<file path="src/rtl/pwm3_pkg.sv">
package pwm3_pkg;
  localparam int NUM_PH  = 3;
  localparam int NUM_ARM = 2 * NUM_PH;

  typedef enum logic [2:0] {
    RA_PERIOD = 3'd0,
    RA_DUTY_A = 3'd1,
    RA_DUTY_B = 3'd2,
    RA_DUTY_C = 3'd3,
    RA_ARMCTL = 3'd4,
    RA_DEAD   = 3'd5,
    RA_POL    = 3'd6,
    RA_CLEAR  = 3'd7
  } reg_addr_e;
endpackage

</file>
<file path="src/rtl/pwm3_timebase.sv">
module pwm3_timebase #(
  parameter int CNT_W = 10
) (
  input  logic             clk,
  input  logic             rst,
  input  logic             per_we,
  input  logic [CNT_W-1:0] per_wd,
  output logic [CNT_W-1:0] cnt_o,
  output logic [CNT_W-1:0] per_o,
  output logic             wrap_o
);
  localparam logic [CNT_W-1:0] PER_RST = '1;

  logic [CNT_W-1:0] cnt_q, per_act_q, per_pend_q;
  logic             wrap;

  assign wrap = (cnt_q == per_act_q);

  always_ff @(posedge clk) begin
    if (rst) begin
      cnt_q      <= '0;
      per_act_q  <= PER_RST;
      per_pend_q <= PER_RST;
    end else begin
      if (per_we) per_pend_q <= per_wd;
      if (wrap) begin
        cnt_q     <= '0;
        per_act_q <= per_pend_q;
      end else begin
        cnt_q <= cnt_q + 1'b1;
      end
    end
  end

  assign cnt_o  = cnt_q;
  assign per_o  = per_act_q;
  assign wrap_o = wrap;

  a_r1_cnt_in_range: assert property (@(posedge clk) disable iff (rst)
    cnt_q <= per_act_q);
  a_r1_wrap_to_zero: assert property (@(posedge clk) disable iff (rst)
    wrap |=> cnt_q == '0);
  a_r1_period_shadow: assert property (@(posedge clk) disable iff (rst)
    !wrap |=> $stable(per_act_q));
endmodule

</file>
<file path="src/rtl/pwm3_phase.sv">
module pwm3_phase #(
  parameter int CNT_W = 10
) (
  input  logic             clk,
  input  logic             rst,
  input  logic             duty_we,
  input  logic [CNT_W-1:0] duty_wd,
  input  logic             wrap_i,
  input  logic [CNT_W-1:0] cnt_i,
  input  logic [CNT_W-1:0] per_i,
  input  logic             en_hi,
  input  logic             en_lo,
  input  logic             mod_hi,
  input  logic             mod_lo,
  input  logic             comp_i,
  output logic             raw_hi_o,
  output logic             raw_lo_o
);
  logic [CNT_W-1:0] duty_act_q, duty_pend_q;
  logic             pwm, lo_wave;

  always_ff @(posedge clk) begin
    if (rst) begin
      duty_act_q  <= '0;
      duty_pend_q <= '0;
    end else begin
      if (duty_we) duty_pend_q <= duty_wd;
      if (wrap_i)  duty_act_q  <= duty_pend_q;
    end
  end

  always_comb begin
    if (duty_act_q == '0)        pwm = 1'b0;
    else if (duty_act_q >= per_i) pwm = 1'b1;
    else                          pwm = (cnt_i < duty_act_q);
  end

  assign lo_wave  = comp_i ? ~pwm : pwm;
  assign raw_hi_o = en_hi & (mod_hi ? pwm : 1'b1);
  assign raw_lo_o = en_lo & (mod_lo ? lo_wave : 1'b1);

  a_r2_duty_shadow: assert property (@(posedge clk) disable iff (rst)
    !wrap_i |=> $stable(duty_act_q));
  a_r5_comp_exclusive: assert property (@(posedge clk) disable iff (rst)
    (comp_i && mod_hi && mod_lo) |-> !(raw_hi_o && raw_lo_o));
endmodule

</file>
<file path="src/rtl/pwm3_deadband.sv">
module pwm3_deadband #(
  parameter int DT_W = 6
) (
  input  logic            clk,
  input  logic            rst,
  input  logic [DT_W-1:0] dt_i,
  input  logic            x_i,
  output logic            y_o
);
  logic [DT_W-1:0] wait_q;
  logic            y_q;

  always_ff @(posedge clk) begin
    if (rst) begin
      wait_q <= '0;
      y_q    <= 1'b0;
    end else if (!x_i) begin
      wait_q <= '0;
      y_q    <= 1'b0;
    end else if (wait_q >= dt_i) begin
      y_q <= 1'b1;
    end else begin
      wait_q <= wait_q + 1'b1;
    end
  end

  assign y_o = y_q;

  a_r6_fall_immediate: assert property (@(posedge clk) disable iff (rst)
    !x_i |=> !y_q);
  a_r6_rise_needs_input: assert property (@(posedge clk) disable iff (rst)
    $rose(y_q) |-> $past(x_i));
endmodule

</file>
<file path="src/rtl/pwm3_gate_stage.sv">
module pwm3_gate_stage #(
  parameter int CNT_W  = 10,
  parameter int DT_W   = 6,
  parameter int DATA_W = 16
) (
  input  logic              clk,
  input  logic              rst,
  input  logic              wr_en,
  input  logic [2:0]        wr_addr,
  input  logic [DATA_W-1:0] wr_data,
  input  logic [5:0]        arm_en,
  input  logic              fault_in,
  output logic [5:0]        gate_o
);
  import pwm3_pkg::*;

  localparam int CMP_BIT = NUM_ARM;

  logic [CNT_W-1:0]   cnt, per;
  logic               wrap;
  logic [NUM_ARM-1:0] mod_q, pol_q, raw, dly, gate_q;
  logic               comp_q, flt_q, clr_we, shoot, kill;
  logic [DT_W-1:0]    dt_q;
  logic [NUM_PH-1:0]  pair_on;

  assign clr_we = wr_en && (wr_addr == RA_CLEAR);

  pwm3_timebase #(.CNT_W(CNT_W)) u_tb (
    .clk(clk), .rst(rst),
    .per_we(wr_en && (wr_addr == RA_PERIOD)),
    .per_wd(wr_data[CNT_W-1:0]),
    .cnt_o(cnt), .per_o(per), .wrap_o(wrap)
  );

  always_ff @(posedge clk) begin
    if (rst) begin
      mod_q  <= '0;
      comp_q <= 1'b0;
      dt_q   <= '0;
      pol_q  <= '0;
    end else if (wr_en) begin
      case (wr_addr)
        RA_ARMCTL: begin
          mod_q  <= wr_data[NUM_ARM-1:0];
          comp_q <= wr_data[CMP_BIT];
        end
        RA_DEAD: dt_q  <= wr_data[DT_W-1:0];
        RA_POL:  pol_q <= wr_data[NUM_ARM-1:0];
        default: ;
      endcase
    end
  end

  for (genvar p = 0; p < NUM_PH; p++) begin : g_ph
    pwm3_phase #(.CNT_W(CNT_W)) u_ph (
      .clk(clk), .rst(rst),
      .duty_we(wr_en && (wr_addr == 3'(p + 1))),
      .duty_wd(wr_data[CNT_W-1:0]),
      .wrap_i(wrap), .cnt_i(cnt), .per_i(per),
      .en_hi(arm_en[2*p]), .en_lo(arm_en[2*p+1]),
      .mod_hi(mod_q[2*p]), .mod_lo(mod_q[2*p+1]),
      .comp_i(comp_q),
      .raw_hi_o(raw[2*p]), .raw_lo_o(raw[2*p+1])
    );
    assign pair_on[p] = dly[2*p] & dly[2*p+1];

    a_r7_pair_exclusive: assert property (@(posedge clk) disable iff (rst)
      !((gate_o[2*p] ^ $past(pol_q[2*p])) && (gate_o[2*p+1] ^ $past(pol_q[2*p+1]))));
  end

  for (genvar a = 0; a < NUM_ARM; a++) begin : g_arm
    pwm3_deadband #(.DT_W(DT_W)) u_db (
      .clk(clk), .rst(rst), .dt_i(dt_q), .x_i(raw[a]), .y_o(dly[a])
    );
  end

  assign shoot = |pair_on;
  assign kill  = flt_q | fault_in | shoot;

  always_ff @(posedge clk) begin
    if (rst) begin
      flt_q  <= 1'b0;
      gate_q <= '0;
    end else begin
      flt_q  <= (flt_q & ~clr_we) | fault_in | shoot;
      gate_q <= kill ? pol_q : (dly ^ pol_q);
    end
  end

  assign gate_o = gate_q;

  a_r8_fault_idles: assert property (@(posedge clk) disable iff (rst)
    fault_in |=> gate_o == $past(pol_q));
  a_r8_latch_holds: assert property (@(posedge clk) disable iff (rst)
    (flt_q && !clr_we) |=> flt_q);
  a_r7_overlap_latches: assert property (@(posedge clk) disable iff (rst)
    shoot |=> flt_q);
endmodule

</file>
<file path="config.mk">
export PLATFORM = sky130hd
export DESIGN_NAME = pwm3_gate_stage
export DESIGN_NICKNAME = d
export VERILOG_FILES = /design/src/rtl/pwm3_pkg.sv /design/src/rtl/pwm3_timebase.sv /design/src/rtl/pwm3_phase.sv /design/src/rtl/pwm3_deadband.sv /design/src/rtl/pwm3_gate_stage.sv
export SDC_FILE = /design/constraint.sdc
export NUM_CORES = 1
export LEC_CHECK = 0
export BUFFER_PORTS_ARGS = -buffer_cell sky130_fd_sc_hd__buf_2
export CAP_MARGIN = 20
export CORE_MARGIN = 1
export CORE_UTILIZATION = 45
export DETAILED_ROUTE_END_ITERATION = 12
export PLACE_DENSITY_LB_ADDON = 0.15
export SLEW_MARGIN = 20
export SYNTH_ARGS = -nofsm -noshare
export SYNTH_HDL_FRONTEND = slang
export SYNTH_HIERARCHICAL = 1
export SYNTH_SLANG_ARGS = --single-unit
</file>
<file path="constraint.sdc">
create_clock -name clk -period 2.3 [get_ports clk]
set_input_delay 0.23 -clock clk [delete_from_list [all_inputs] [get_ports clk]]
set_output_delay 0.23 -clock clk [all_outputs]
set_load 0.005 [all_outputs]
</file>
==> run_results.csv <==
group,metric,value,unit
status,status,"finished, final reports clean",
cts,tritoncts,"built",
logic_synthesis,yosysUniqueCellTypes,46,
finish,syn2layout_area_growth,22.3,%
routing,drt_pass1_iterations,5,
timing,fin_crit,2.25,ns
logic_synthesis,synth_area_leaders,"dfxtp_1 35%, ha_1 14%, mux2i_1 11%",
finish,final_cell_mix,"131 x dfxtp_1, 115 x nor2_1, 102 x inv_1",
timing,grt_setup_unrepaired,"yes",
logic_synthesis,ys_async_sr_fraction,0,
logic_synthesis,synthCells,999,
place,dp_cells,1344,
floorplanning,core_area,19500,µm²
timing,tightest_slew,0.593,ns
global_route,grt_usage,0.226,
timing,final_max_slew_viol_count,0,
timing,fmax,0.444,GHz
setup_path,arrival,2.55,ns
cts,cts_num_sinks,158,
logic_synthesis,synth_edf_count,0,
cts,clk_pin_slew_worst_paths,0.06,ns
floorplanning,rows,51,
finish,finalNonFillerCells,1382,
finish,fin_util,0.565,
setup_path,path_class,"flop to flop",
routing,vias,7421,
global_route,grt_pass1_wl,35.6,mm
finish,nets,1235,
floorplanning,die_h,144,µm
cts,cts_max_level,4,
power_and_ir_drop,power_density,559,nW/µm²
setup_path,crit_family,"simple AND/OR/NAND/NOR gates",
routing,via_per_inst,5.37,
routing,drc,0,
setup_path,startpoint_type,"flop",
global_route,grt.overflow.total,0,
routing,drt_iter0_markers,418,
place,place_congestion,0.816,
hold_path,hp-class,"primary input to flop",
finish,drive_gt1_frac,0.238,
routing,antenna_left,0,
setup_path,path_buf_inv,2,
logic_synthesis,ys_seq_elements,158,
cts,cts_buffer_depth,2,
setup_path,cp_cell_sequence,"inv_1 -> ha_1 -> and4_4 -> nor3b_4 -> a2111oi_4 -> buf_4 -> o2111a_1 -> nor3_4 -> nor2b_4 -> nand2b_1 -> mux2i_1",
floorplanning,dieArea,20600,µm²
finish,layout_commonest_cell,"dfxtp_1",
timing,setup_viol,0,
run,max_cap_violations,0,
setup_path,end_kind,"flop",
logic_synthesis,synth_nets,1128,
global_route,grt_max_degree,44,
cts,postCtsHoldBufs,0,
timing,fin_skew,0.00893,ns
routing,routedWlPerCell,16.2,µm
floorplanning,pin_count,35,
setup_path,worstPathRequired,2.60,ns
global_route,antenna_found_initial,0,
finish,nFillCells,1803,
setup_path,cp_max_fo,4,
power_and_ir_drop,vdd_ir_drop_max,0.551,mV
timing,slew-limit-headroom,0.604,
logic_synthesis,synth_ff_type,"dfxtp_1",
cts,cts_root_buf,"clkbuf_16",
setup_path,slowest_stage,"dfxtp_4",
logic_synthesis,yosysWarnings,6,
logic_synthesis,synth_top_cell_by_area,"dfxtp_1",
logic_synthesis,avgSynthCellArea,9.02,µm²
logic_synthesis,yosysSeqAreaShare,0.351,
floorplanning,die_w,144,µm
cts,clk_latency,0.42,ns
floorplanning,initial_utilization,0.462,
logic_synthesis,syn-cell-area,9010,µm²
global_route,first_global_vias,6726,
place,portBuffers,28,
timing,fin_crit_sh,0.979,
timing,hold_viol_final,0,
logic_synthesis,synth_top_cell_area_share,0.351,
cts,cts_buffers,17,
routing,wl,22.4,mm
power_and_ir_drop,p_leak,4.57,nW
setup_path,slowest_delay,0.37,ns
place,hpwl,16.3,mm
finish,insertedDiodeCount,0,
==> path summary, 6_finish.rpt <==
path                                                               from  slack [ns]                              endpoint  cells after the start
worst max-delay path            g_ph[1].u_ph/duty_act_q[9]$_SDFFE_PP0P_        0.05  g_arm[3].u_db/wait_q[5]$_SDFFE_PP0N_                     11
worst min-delay path                                         wr_data[8]        0.08       u_tb/per_pend_q[8]$_SDFFE_PP1P_                      2
worst min register to register                         flt_q$_SDFF_PP0_        0.46                      flt_q$_SDFF_PP0_                      2
worst max register to register  g_ph[1].u_ph/duty_act_q[9]$_SDFFE_PP0P_        0.05  g_arm[3].u_db/wait_q[5]$_SDFFE_PP0N_                     11
==> final cells by class <==
| cell class | instances | area (µm²) | share of cell area |
|---|---|---|---|
| multi-input cells | 709 | 5660 | 0.513 |
| flip-flops and latches | 158 | 3230 | 0.293 |
| repair buffers | 115 | 825 | 0.0748 |
| clock buffers | 19 | 443 | 0.0402 |
| inverters | 105 | 394 | 0.0357 |
| well taps | 265 | 332 | 0.0301 |
| clock inverters | 11 | 143 | 0.0129 |
==> what timing repair did <==
action | in CTS | in global routing
resized for setup | 20 | 81
hold endpoints to repair | 0 | 0
setup buffers | 0 | 9
setup endpoints to repair | 42 | 42
pin swaps | 6 | 22
==> state kept, by name (all words and copies together), names as in the netlist <==
signal                 count
pol_q                      6
u_tb/per_o                10
gate_o                     6
g_ph.u_ph/duty_pend_q     30
dt_q                       6
comp_q                     1
g_arm.u_db/wait_q         36
u_tb/cnt_o                10
g_ph.u_ph/duty_act_q      30
u_tb/per_pend_q           10
flt_q                      1
g_arm.u_db/y_o             6
mod_q                      6
==> per-layer routing <==
layer	GRT usage	part of all wire
met1	0.329	0.52
met2	0.346	0.45
met3	0.0287	0.024
met4	0.0616	0.014
met5	0	0
==> metrics by stage <==
stage | cell area, µm² | setup slack (ns) | hold slack [ns] | setup TNS, ns | power (mW)
after floorplan | 9010 | 0.234 | 0.348 | 0 | 3.17
after global placement | 9980 | -0.0777 | 0.449 | -1.36 | 3.34
after detailed placement | 9980 | -0.104 | 0.451 | -2.13 | 3.35
after CTS | 10600 | 0.00210 | 0.0676 | 0 | 6.21
after global routing | 11000 | -0.0522 | 0.0642 | -0.377 | 6.40
final | 11000 | 0.0478 | 0.0754 | 0 | 6.16
==> cell families (layout without fill, tap and decap cells) <==
kind of cell | count (synthesis) | in the layout | share of synthesized area
xor+xnor | 18 | 18 | 0.0175
flops | 158 | 158 | 0.351
compound gates | 167 | 167 | 0.125
fa+ha+maj | 100 | 100 | 0.139
buf+inv | 132 | 250 | 0.0586
simple gates | 329 | 329 | 0.203
mux | 95 | 95 | 0.105
==> where the power goes <==
| group | internal [mW] | switching (mW) |
|---|---|---|
| Combinational | 0.207 | 0.278 |
| Sequential | 2.77 | 0.0480 |
| Clock | 1.72 | 1.14 |
| Total | 4.70 | 1.47 |
==> synthesized netlist by cell type (6+ instances only) <==
library cell	number
nor2_1	116
o21a_1	6
nor3_1	18
nand2b_1	21
buf_2	8
nand4_1	23
a21oi_1	64
o31ai_1	24
o21ai_1	7
nor4_1	6
ha_1	100
o21ai_2	9
xor2_1	8
xnor2_1	10
or4_1	24
a211oi_1	7
nor3_2	9
nand3_1	30
nor3b_2	9
dfxtp_1	158
clkbuf_1	15
nand2_1	28
or3_2	6
mux2i_1	95
o21ai_0	20
nor2b_1	17
a211o_1	11
inv_1	105
nor4b_1	6
No activity file was read; power rests on OpenSTA's default activity.
